### src/rtl/smbr_pkg.sv
package smbr_pkg;

    typedef enum logic [3:0] {
        RC_OK      = 4'h0,
        RC_PEC     = 4'h1,
        RC_PROTO   = 4'h2,
        RC_HWNACK  = 4'h3,
        RC_EXTNACK = 4'h4,
        RC_SCLTO   = 4'h5,
        RC_SDATO   = 4'h6
    } result_t;

    typedef enum logic [2:0] {
        PH_IDLE,
        PH_ADDR1,
        PH_CMD,
        PH_WAITRS,
        PH_ADDR2,
        PH_TX,
        PH_WAITSTOP
    } phase_t;

    typedef struct packed {
        logic scl;
        logic sda;
        logic scl_rise;
        logic scl_fall;
        logic start;
        logic stop;
    } line_ev_t;

    localparam logic [3:0] BC_BYTE  = 4'd8;   // eight bits seen
    localparam logic [3:0] BC_ACKLO = 4'd9;   // ack slot, clock low
    localparam logic [3:0] BC_ACKHI = 4'd10;  // ack slot, clock high

    localparam logic [7:0] CRC_POLY = 8'h07;

    function automatic logic [7:0] crc8_step(input logic [7:0] crc, input logic [7:0] b);
        logic [7:0] c;
        c = crc ^ b;
        for (int i = 0; i < 8; i++) begin
            c = c[7] ? ((c << 1) ^ CRC_POLY) : (c << 1);
        end
        return c;
    endfunction

endpackage

### src/rtl/smbr_line_sync.sv
module smbr_line_sync
    import smbr_pkg::*;
#(
    parameter int STAGES = 2
) (
    input  logic     clk,
    input  logic     rst,
    input  logic     scl_i,
    input  logic     sda_i,
    output line_ev_t ev
);

    logic [STAGES-1:0] scl_sh;
    logic [STAGES-1:0] sda_sh;
    logic              scl_q;
    logic              sda_q;
    logic              scl_s;
    logic              sda_s;

    always_ff @(posedge clk) begin
        if (rst) begin
            scl_sh <= '1;
            sda_sh <= '1;
            scl_q  <= 1'b1;
            sda_q  <= 1'b1;
        end else begin
            scl_sh[0] <= scl_i;
            sda_sh[0] <= sda_i;
            for (int i = 1; i < STAGES; i++) begin
                scl_sh[i] <= scl_sh[i-1];
                sda_sh[i] <= sda_sh[i-1];
            end
            scl_q <= scl_s;
            sda_q <= sda_s;
        end
    end

    assign scl_s = scl_sh[STAGES-1];
    assign sda_s = sda_sh[STAGES-1];

    always_comb begin
        ev.scl      = scl_s;
        ev.sda      = sda_s;
        ev.scl_rise = scl_s & ~scl_q;
        ev.scl_fall = ~scl_s & scl_q;
        ev.start    = scl_s & scl_q & sda_q & ~sda_s;
        ev.stop     = scl_s & scl_q & ~sda_q & sda_s;
    end

endmodule

### src/rtl/smbr_timeout.sv
module smbr_timeout #(
    parameter int LIMIT = 2_500_000
) (
    input  logic clk,
    input  logic rst,
    input  logic active,
    input  logic scl,
    input  logic sda,
    output logic scl_to,
    output logic sda_to
);

    localparam int CW = $clog2(LIMIT + 1);
    localparam logic [CW-1:0] LIM    = CW'(LIMIT);
    localparam logic [CW-1:0] LIM_M1 = CW'(LIMIT - 1);

    logic [1:0] low;
    logic [1:0] fire;

    assign low = {~sda, ~scl};

    for (genvar g = 0; g < 2; g++) begin : g_line
        logic [CW-1:0] cnt;

        always_ff @(posedge clk) begin
            if (rst || !active || !low[g]) begin
                cnt <= '0;
            end else if (cnt != LIM) begin
                cnt <= cnt + 1'b1;
            end
        end

        assign fire[g] = active & low[g] & (cnt == LIM_M1);

        // one expiry per stuck interval
        p_fire_once_r11: assert property (@(posedge clk) disable iff (rst)
            fire[g] |=> !fire[g]);
    end

    assign scl_to = fire[0];
    assign sda_to = fire[1];

endmodule

### src/rtl/smbr_engine.sv
module smbr_engine
    import smbr_pkg::*;
(
    input  logic       clk,
    input  logic       rst,
    input  line_ev_t   ev,
    input  logic       scl_to,
    input  logic       sda_to,
    input  logic [6:0] tgt_addr,
    input  logic [7:0] exp_cmd,
    input  logic       dir_check,
    input  logic [7:0] blk_len,
    input  logic [7:0] rd_byte,
    output logic       drive_low,
    output logic [7:0] rd_idx,
    output logic       active,
    output logic       done,
    output logic [3:0] status
);

    phase_t     phase;
    logic [3:0] bcnt;
    logic [7:0] shreg;
    logic [7:0] crc;
    logic [7:0] len_q;
    logic [8:0] pos;
    logic       ack_ok;
    logic       drv;
    logic       done_q;
    result_t    status_q;

    logic [7:0] rx_byte;
    logic       last_byte;
    logic       rx_bit;
    logic       mid_cond;
    logic [7:0] next_tx;

    assign rx_byte   = {shreg[6:0], ev.sda};
    assign rx_bit    = ev.scl_rise && (bcnt < BC_BYTE);
    assign mid_cond  = ev.start || ev.stop;
    assign last_byte = (pos == ({1'b0, len_q} + 9'd1));
    assign next_tx   = (pos == {1'b0, len_q}) ? crc : rd_byte;

    always_ff @(posedge clk) begin
        if (rst) begin
            phase    <= PH_IDLE;
            bcnt     <= '0;
            shreg    <= '0;
            crc      <= '0;
            len_q    <= '0;
            pos      <= '0;
            ack_ok   <= 1'b0;
            drv      <= 1'b0;
            done_q   <= 1'b0;
            status_q <= RC_OK;
        end else begin
            done_q <= 1'b0;
            if (active && (scl_to || sda_to)) begin
                phase    <= PH_IDLE;
                drv      <= 1'b0;
                done_q   <= 1'b1;
                status_q <= scl_to ? RC_SCLTO : RC_SDATO;
            end else begin
                case (phase)
                    PH_IDLE: begin
                        if (ev.start) begin
                            phase <= PH_ADDR1;
                            bcnt  <= '0;
                            crc   <= '0;
                            drv   <= 1'b0;
                        end
                    end

                    PH_ADDR1: begin
                        if (ev.start) begin
                            bcnt <= '0;
                            crc  <= '0;
                        end else if (ev.stop) begin
                            phase <= PH_IDLE;
                        end else if (rx_bit) begin
                            shreg <= rx_byte;
                            bcnt  <= bcnt + 1'b1;
                            if (bcnt == 4'd7) begin
                                if (rx_byte[7:1] == tgt_addr && !rx_byte[0]) begin
                                    crc <= crc8_step(crc, rx_byte);
                                end else begin
                                    phase <= PH_IDLE;
                                end
                            end
                        end else if (ev.scl_fall && bcnt == BC_BYTE) begin
                            drv  <= 1'b1;
                            bcnt <= BC_ACKLO;
                        end else if (ev.scl_rise && bcnt == BC_ACKLO) begin
                            bcnt <= BC_ACKHI;
                        end else if (ev.scl_fall && bcnt == BC_ACKHI) begin
                            drv   <= 1'b0;
                            bcnt  <= '0;
                            phase <= PH_CMD;
                        end
                    end

                    PH_CMD: begin
                        if (mid_cond) begin
                            phase    <= PH_IDLE;
                            drv      <= 1'b0;
                            done_q   <= 1'b1;
                            status_q <= RC_PROTO;
                        end else if (rx_bit) begin
                            shreg <= rx_byte;
                            bcnt  <= bcnt + 1'b1;
                            if (bcnt == 4'd7) begin
                                crc    <= crc8_step(crc, rx_byte);
                                ack_ok <= (rx_byte == exp_cmd);
                            end
                        end else if (ev.scl_fall && bcnt == BC_BYTE) begin
                            drv  <= ack_ok;
                            bcnt <= BC_ACKLO;
                        end else if (ev.scl_rise && bcnt == BC_ACKLO) begin
                            if (!ack_ok) begin
                                phase    <= PH_IDLE;
                                drv      <= 1'b0;
                                done_q   <= 1'b1;
                                status_q <= ev.sda ? RC_HWNACK : RC_PROTO;
                            end else begin
                                bcnt <= BC_ACKHI;
                            end
                        end else if (ev.scl_fall && bcnt == BC_ACKHI) begin
                            drv   <= 1'b0;
                            bcnt  <= '0;
                            phase <= PH_WAITRS;
                        end
                    end

                    PH_WAITRS: begin
                        if (ev.start) begin
                            phase <= PH_ADDR2;
                            bcnt  <= '0;
                        end else if (ev.stop || ev.scl_fall) begin
                            phase    <= PH_IDLE;
                            done_q   <= 1'b1;
                            status_q <= RC_PROTO;
                        end
                    end

                    PH_ADDR2: begin
                        if (mid_cond) begin
                            phase    <= PH_IDLE;
                            drv      <= 1'b0;
                            done_q   <= 1'b1;
                            status_q <= RC_PROTO;
                        end else if (rx_bit) begin
                            shreg <= rx_byte;
                            bcnt  <= bcnt + 1'b1;
                            if (bcnt == 4'd7) begin
                                if (rx_byte[7:1] != tgt_addr || (dir_check && !rx_byte[0])) begin
                                    phase    <= PH_IDLE;
                                    done_q   <= 1'b1;
                                    status_q <= RC_PROTO;
                                end else begin
                                    crc <= crc8_step(crc, rx_byte);
                                end
                            end
                        end else if (ev.scl_fall && bcnt == BC_BYTE) begin
                            drv  <= 1'b1;
                            bcnt <= BC_ACKLO;
                        end else if (ev.scl_rise && bcnt == BC_ACKLO) begin
                            bcnt <= BC_ACKHI;
                        end else if (ev.scl_fall && bcnt == BC_ACKHI) begin
                            shreg <= blk_len;
                            len_q <= blk_len;
                            crc   <= crc8_step(crc, blk_len);
                            pos   <= '0;
                            drv   <= ~blk_len[7];
                            bcnt  <= '0;
                            phase <= PH_TX;
                        end
                    end

                    PH_TX: begin
                        if (mid_cond) begin
                            phase    <= PH_IDLE;
                            drv      <= 1'b0;
                            done_q   <= 1'b1;
                            status_q <= RC_PROTO;
                        end else if (rx_bit) begin
                            bcnt <= bcnt + 1'b1;
                        end else if (ev.scl_fall && bcnt != 4'd0 && bcnt < BC_BYTE) begin
                            shreg <= {shreg[6:0], 1'b0};
                            drv   <= ~shreg[6];
                        end else if (ev.scl_fall && bcnt == BC_BYTE) begin
                            drv  <= 1'b0;
                            bcnt <= BC_ACKLO;
                        end else if (ev.scl_rise && bcnt == BC_ACKLO) begin
                            if (last_byte && !ev.sda) begin
                                phase    <= PH_IDLE;
                                done_q   <= 1'b1;
                                status_q <= RC_PROTO;
                            end else if (!last_byte && ev.sda) begin
                                phase    <= PH_IDLE;
                                done_q   <= 1'b1;
                                status_q <= RC_EXTNACK;
                            end else begin
                                bcnt <= BC_ACKHI;
                            end
                        end else if (ev.scl_fall && bcnt == BC_ACKHI) begin
                            bcnt <= '0;
                            if (last_byte) begin
                                phase <= PH_WAITSTOP;
                            end else begin
                                pos   <= pos + 9'd1;
                                shreg <= next_tx;
                                drv   <= ~next_tx[7];
                                if (pos != {1'b0, len_q}) begin
                                    crc <= crc8_step(crc, rd_byte);
                                end
                            end
                        end
                    end

                    PH_WAITSTOP: begin
                        if (ev.stop) begin
                            phase    <= PH_IDLE;
                            done_q   <= 1'b1;
                            status_q <= RC_OK;
                        end else if (ev.start || ev.scl_fall) begin
                            phase    <= PH_IDLE;
                            done_q   <= 1'b1;
                            status_q <= RC_PROTO;
                        end
                    end

                    default: phase <= PH_IDLE;
                endcase
            end
        end
    end

    assign active    = (phase != PH_IDLE) && (phase != PH_ADDR1);
    assign drive_low = drv;
    assign rd_idx    = pos[7:0];
    assign done      = done_q;
    assign status    = status_q;

    // pull-down begins only while the clock is low
    p_pull_on_low_r13: assert property (@(posedge clk) disable iff (rst)
        $rose(drv) |-> !$past(ev.scl));

    // completion strobe lasts one cycle
    p_done_single_r12: assert property (@(posedge clk) disable iff (rst)
        done_q |=> !done_q);

    // result code never reports a checksum error and stays in range
    p_code_legal_r12: assert property (@(posedge clk) disable iff (rst)
        done_q |-> (status_q != RC_PEC) && (status_q <= RC_SDATO));

    // result code holds between strobes
    p_status_hold_r12: assert property (@(posedge clk) disable iff (rst)
        !done_q |-> $stable(status_q));

    // the line is released when a transaction ends
    p_release_on_end_r11: assert property (@(posedge clk) disable iff (rst)
        done_q |-> !drv);

endmodule

### src/rtl/smbus_blkrd_target.sv
module smbus_blkrd_target
    import smbr_pkg::*;
#(
    parameter int SYNC_STAGES = 2,
    parameter int TIMEOUT_CYC = 2_500_000
) (
    input  logic       clk,
    input  logic       rst,
    input  logic       scl_i,
    input  logic       sda_i,
    output logic       sda_pull_o,
    input  logic [6:0] tgt_addr_i,
    input  logic [7:0] exp_cmd_i,
    input  logic       dir_check_i,
    input  logic [7:0] blk_len_i,
    output logic [7:0] rd_idx_o,
    input  logic [7:0] rd_byte_i,
    output logic       done_o,
    output logic [3:0] status_o
);

    line_ev_t ev;
    logic     active;
    logic     scl_to;
    logic     sda_to;

    smbr_line_sync #(.STAGES(SYNC_STAGES)) u_sync (
        .clk   (clk),
        .rst   (rst),
        .scl_i (scl_i),
        .sda_i (sda_i),
        .ev    (ev)
    );

    smbr_timeout #(.LIMIT(TIMEOUT_CYC)) u_tmo (
        .clk    (clk),
        .rst    (rst),
        .active (active),
        .scl    (ev.scl),
        .sda    (ev.sda),
        .scl_to (scl_to),
        .sda_to (sda_to)
    );

    smbr_engine u_eng (
        .clk       (clk),
        .rst       (rst),
        .ev        (ev),
        .scl_to    (scl_to),
        .sda_to    (sda_to),
        .tgt_addr  (tgt_addr_i),
        .exp_cmd   (exp_cmd_i),
        .dir_check (dir_check_i),
        .blk_len   (blk_len_i),
        .rd_byte   (rd_byte_i),
        .drive_low (sda_pull_o),
        .rd_idx    (rd_idx_o),
        .active    (active),
        .done      (done_o),
        .status    (status_o)
    );

endmodule

### config.mk
export PLATFORM = sky130hd
export DESIGN_NAME = smbus_blkrd_target
export DESIGN_NICKNAME = d
export VERILOG_FILES = /design/src/rtl/smbr_pkg.sv /design/src/rtl/smbr_line_sync.sv /design/src/rtl/smbr_timeout.sv /design/src/rtl/smbr_engine.sv /design/src/rtl/smbus_blkrd_target.sv
export SDC_FILE = /design/constraint.sdc
export NUM_CORES = 1
export LEC_CHECK = 0
export ABC_CLOCK_PERIOD_IN_PS = 3460
export CORE_UTILIZATION = 60
export DETAILED_ROUTE_END_ITERATION = 16
export HOLD_SLACK_MARGIN = 0.12
export MAX_ROUTING_LAYER = met4
export PLACE_DENSITY = 0.87
export SKIP_LAST_GASP = 1
export SYNTH_ARGS = -nofsm -noshare
export SYNTH_HDL_FRONTEND = slang
export SYNTH_SLANG_ARGS = --single-unit
### constraint.sdc
create_clock -name clk -period 3.46 [get_ports clk]
set_input_delay 1.038 -clock clk [delete_from_list [all_inputs] [get_ports clk]]
set_output_delay 1.038 -clock clk [all_outputs]
set_load 0.02 [all_outputs]
Word-level counts from Yosys, hierarchy flattened --
Cells that the tools add are included.
Operators by class: equality and inequality tests 104, $lt $le $gt $ge 1, reduce and logical (&&, ||, !) cells 42, mux-type cells 208, bitwise operators 50, add/sub/neg operators 5
Operator list (count):
- 8-bit two-way mux | 41
- 3-bit two-way mux | 59
- 4-bit two-way mux | 41
- 9-bit two-way mux | 12
- 3-bit NOT | 24
- 4-bit by 1-bit != test with 1-bit output, second input constant | 12
- 24-bit AND reduction | 2
- 1-bit two-way mux | 46
- 22-bit by 1-bit adder with 22-bit output, second input constant | 2
- 22-bit == test, second input constant | 2
- 22-bit != test, second input constant | 2
- 4-bit case mux with 5 select lines | 2
- 8-bit case mux with 5 select lines | 1
- 4-bit by 2-bit != test with 1-bit output, second input constant | 8
- 8-bit case mux with 4 select lines | 1
- 15-bit AND reduction | 2
- 2-bit != test, second input constant | 14
- 3-bit by 1-bit != test with 1-bit output, second input constant | 9
- 3-bit != test, second input constant | 9
- 3-bit by 2-bit != test with 1-bit output, second input constant | 8
- 4-bit != test, second input constant | 6
- 8-bit bitwise XOR | 3
- 3-bit case mux with 7 select lines | 1
- 9-bit case mux with 2 select lines | 1
- 41 further kinds | 102
Word-level totals: output and inout port bits 14, bits in registers 97, logic and storage cells 426, input bits 36

Depth between registers and ports, before layout --
depth after elaboration 26, mapped depth 15, depth with buffers taken out 15

Cells and area by module --
From an unflattened synthesis, not the netlist that was laid out.
Unflattened totals: cells, all modules 905, area total of the unflattened synthesis 7370.8 um^2
Modules (own cells, without submodules):
- smbr_engine | cells an instance 612, times used 1, area an instance 4802.1 um^2, sequential area each 900.9 um^2
- smbr_timeout | cells an instance 275, times used 1, area an instance 2363.5 um^2, sequential area each 880.8 um^2
- smbr_line_sync | cells an instance 18, times used 1, area an instance 205.2 um^2, sequential area each 120.1 um^2

Worst setup path before layout --
Ideal clock, no wire load.
path type register -> register, start register u_eng.len_q[1], end register u_eng.bcnt[3], slack 0.331 ns, data arrival time 2.997 ns, period minus slack after synthesis 3.129 ns, cell stages (with the launch flop) 14, required time 3.328 ns, path buffers 0, cells stage by stage dfxtp_1 ha_1 nand2b_1 o211ai_1 a31oi_1 nor4_2 nand2_1 ha_1 or2_2 nand2_1 a21oi_1 or4_1 o21ai_0 a21oi_1
On the way: longest elaborated chain between the ends 6
Ends and longest elaborated chain:
- start, declared | RTL line smbr_engine.sv:25 | logic [7:0] len_q;
- start signal, assigned | RTL line smbr_engine.sv:170 | len_q <= blk_len;
- 8-bit by 1-bit adder with 9-bit output (*) | RTL line smbr_engine.sv:41 | assign last_byte = (pos == ({1'b0, len_q} + 9'd1));
- 9-bit == test (*) | RTL line smbr_engine.sv:41
- 1-bit logical NOT | RTL line smbr_engine.sv:198 | end else if (!last_byte && ev.sda) begin
- 1-bit logical AND | RTL line smbr_engine.sv:198
- 5-bit by 3-bit != test with 1-bit output (no source line)
- 11-bit AND reduction (no source line) (*)
- end signal, assigned | RTL line smbr_engine.sv:110 | bcnt <= bcnt + 1'b1;
- end signal, assigned | RTL line smbr_engine.sv:153 | bcnt <= bcnt + 1'b1;
- end signal, assigned | RTL line smbr_engine.sv:186 | bcnt <= bcnt + 1'b1;
- end, declared | RTL line smbr_engine.sv:22 | logic [3:0] bcnt;
Mark *: on every way between the ends. The rest lies on a longest branch, timed or not. A chain may end at the register's enable or synchronous reset.

Worst setup path after layout --
Same ends and word-level chain as after synthesis.

==> results by group <==
Final layout
  • Filler Cell Count: 918
  • Area delta synth->final: 12.8%
  • Share of layout cells above drive strength 1: 0.0853
  • Fin util: 0.692
  • Area of the multi-input gates: 0.00474 mm²
  • Fin area: 0.00787 mm²
  • Register area: 0.00191 mm²
  • # nets final: 957

Clock tree
  • CTS tree: yes
  • Htree depth: 3
  • Clk slew on worst S/H paths: 0.07 ns
  • Skew-Pair Late Insertion Delay: 0.36 ns
  • Inserted Clock Buffers: 9
  • CTS sink cnt: 95
  • CTS Buffer Depth: 2
  • Post-CTS Hold Fix Bufs: 0
  • Root buffer cell: clkbuf_16

Pwr
  • Combinational share of power: 0.477
  • Clk pwr share: 0.231
  • Sw frac: 0.405
  • Pwr dens: 583 mW/mm²
  • P_int: 2.73 mW
  • Switching power: 1.86 mW
  • VDD IR-drop max: 0.709 mV
  • Sequential share of power: 0.292
  • Leakage power: 2.59 nW

Synth
  • Dominant synthesized flop cell: dfxtp_1
  • Sequential fraction of the synthesis area: 0.272
  • Most frequent cell after synthesis: dfxtp_1
  • Yosys warnings: 0
  • Ys async rst share: 0
  • Synth Register Bits: 95
  • Area leader, netlist: dfxtp_1
  • Share of the synthesized area in the top cell type: 0.272
  • Syn Std Cell Area: 0.00698 mm²
  • Synth top area cells: dfxtp_1 (27%), xnor2_1 (11%), xor2_1 (7.2%)
  • Syn avg cell area: 7.88 µm²
  • Synthesized netlist cell count: 886
  • Post-synth EDFFs: 0
  • Syn_nets: 934
  • Synth cell types: 85
  • Synth cell count leaders: dfxtp_1 (95), xnor2_1 (87), a21oi_1 (76)

Floorplan
  • I/O pins: 50
  • Die extent in x: 110 µm
  • Initial core utilization: 0.614
  • Core area: 0.0114 mm²
  • Rows: 39
  • Die area: 0.0121 mm²
  • Overall die height: 110 µm

STA
  • Final Max Tran Viols: 0
  • Period minus WS final: 3.27 ns
  • Final Hold Fails: 0
  • RSZ-0062 raised after global routing: no
  • Final setup viols: 0
  • Final Cycle Share: 0.945
  • Measured slew at the worst slew-check pin: 0.825 ns
  • Fmax: 306 MHz
  • Setup Skew: 0.00744 ns
  • Relative slew slack: 0.450
  • Setup TNS: 0 ns

GRT
  • Initial antenna violation count: 1
  • Vias in the first global route: 6162
  • Global-route wire length before repair: 29800 µm
  • Largest net degree at the start of global routing: 30
  • GRT Total Usage: 0.326
  • GRT overflow: 0

Route
  • Starting DRT DRC Count: 838
  • Vias/cell: 6.36
  • Total iterations of the first detailed-routing run: 7
  • Total number of vias: 6724
  • Drt wl/cell: 17.5 µm
  • DRC viols: 0
  • DRT antenna net count: 0
  • Post-Route WL: 18500 µm

Min path
  • Worst Hold Class: flop to flop
  • Hold Path Sink: u_sync.sda_sh[1]
  • Worst Hold Launch: u_sync.sda_sh[0]
  • Cell depth of the worst hold path: 1

Worst setup path
  • R2R cell count: 14
  • CP arrival: 3.51 ns
  • Crit Path Max Fanout: 6
  • Reg2reg start: u_eng.len_q[1]
  • Setup CP Type: flop to flop
  • R2r setup slk: 0.19 ns
  • Worst setup EP type: flop
  • Reg2reg end: u_eng.bcnt[3]
  • Startpoint types: flop
  • Worst EP required: 3.70 ns

Placement
  • Placer Congestion: 1.06
  • # port buffers: 48
  • DP Wirelength: 13800 µm
  • Post-place instance area: 0.00751 mm²

Status
  • Status: complete, no violations

Run
  • MaxCap Viol Count: 0
worst max-delay path, cell delays in order, from the launching register on:
cell      delay (ns)
dfxtp_2         0.35
buf_4           0.15
nand2_1         0.11
and4_1          0.23
o2111a_1        0.27
or2_2           0.33
nand2_2         0.12
inv_1           0.06
ha_1            0.20
or2_2           0.32
nand2_1         0.10
a21oi_1         0.08
or4_1           0.58
o21ai_0         0.19
a21oi_1         0.08
routing by layer:
layer,wire length [µm],vias to the layer above,global-route usage
met5,0,-,-
met4,513,0,0.140
met3,1710,54,0.0694
met2,8320,335,0.493
met1,7960,3135,0.419
li1,-,3200,-
power groups by stage:
stage | clock (mW) | combinational (mW) | sequential, mW
after detailed placement | 0 | 2.12 | 1.35
after CTS | 1.07 | 2.14 | 1.33
after floorplan | 0 | 1.72 | 1.25
final | 1.06 | 2.19 | 1.34
after global placement | 0 | 2.09 | 1.35
after global routing | 1.11 | 2.35 | 1.35
layout by cell type, fill, tap and decap left out, types with 5 or more instances in the layout:
| cell type | count |
|---|---|
| dfxtp_1 | 92 |
| xnor2_1 | 87 |
| a21oi_1 | 76 |
| nor2_1 | 70 |
| nand2_1 | 65 |
| xor2_1 | 57 |
| clkdlybuf4s50_1 | 48 |
| nand3_1 | 41 |
| o21ai_0 | 39 |
| nor3_1 | 31 |
| buf_4 | 24 |
| inv_1 | 18 |
| or3_1 | 17 |
| nand4_1 | 16 |
| nand2b_1 | 12 |
| ha_1 | 11 |
| or2_2 | 10 |
| mux2i_1 | 10 |
| and4_1 | 9 |
| and3_1 | 9 |
| a22oi_1 | 9 |
| clkbuf_16 | 9 |
| and2_1 | 8 |
| a31oi_1 | 7 |
| nor4_1 | 7 |
| a311oi_1 | 7 |
| nand3b_1 | 6 |
| a211oi_1 | 6 |
| o21ai_1 | 6 |
| nor2b_1 | 5 |
| nor4b_1 | 5 |
how the worst max path moves through the flow:
stage,cells after the start,to,start,slack [ns]
after global placement,14,u_eng.phase[0],u_eng.len_q[0],0.15
after CTS,14,u_eng.phase[0],u_eng.len_q[0],0.04
final,14,u_eng.bcnt[3],u_eng.len_q[1],0.19
after detailed placement,14,u_eng.phase[0],u_eng.len_q[0],0.06
after floorplan,13,u_eng.bcnt[3],u_eng.len_q[1],0.33
after global routing,15,u_eng.phase[0],u_eng.len_q[0],0.03
sequential cells by signal (all words and copies together), names as in the netlist, 3 cells and up:
name,count
u_eng.bcnt,4
u_eng.crc,8
u_eng.len_q,8
u_eng.phase,3
u_eng.pos,9
u_eng.shreg,7
u_eng.status,3
u_tmo.g_line.cnt,44
layout make-up:
class	instances	area share
multi-input combinational	712	0.602
sequential	95	0.242
tap	143	0.0227
inverter	19	0.00906
timing repair buffer	72	0.0839
antenna	1	0.000318
clock buffer	11	0.0308
clock inverter	5	0.00922
through the flow:
| step | setup slack [ns] | hold WS (ns) | cells | total power [mW] |
|---|---|---|---|---|
| 2_1_floorplan | 0.331 | 0.389 | 886 | 2.97 |
| 3_3_place_gp | 0.151 | 0.392 | 1041 | 3.44 |
| 3_5_place_dp | 0.0552 | 0.399 | 1041 | 3.47 |
| 4_1_cts | 0.0358 | 0.429 | 1057 | 4.54 |
| 5_1_grt | 0.0344 | 0.443 | 1058 | 4.81 |
| 6_report | 0.190 | 0.421 | 1058 | 4.59 |
repair_timing:
action	in CTS	in global routing
setup buffers	0	0
resized for setup	0	11
setup endpoints to repair	0	10
cell families after synthesis:
kind of cell / after synthesis / share of synthesized area
AO/OA/AOI/OAI: 202 / 0.186
XOR/XNOR: 145 / 0.183
adder cells (fa/ha/maj): 12 / 0.0215
buffers and inverters: 79 / 0.0541
flip-flops: 95 / 0.272
multiplexers: 10 / 0.0143
other: 1 / 0.000537
AND/OR/NAND/NOR: 342 / 0.268
No activity file was read; power rests on OpenSTA's default activity.
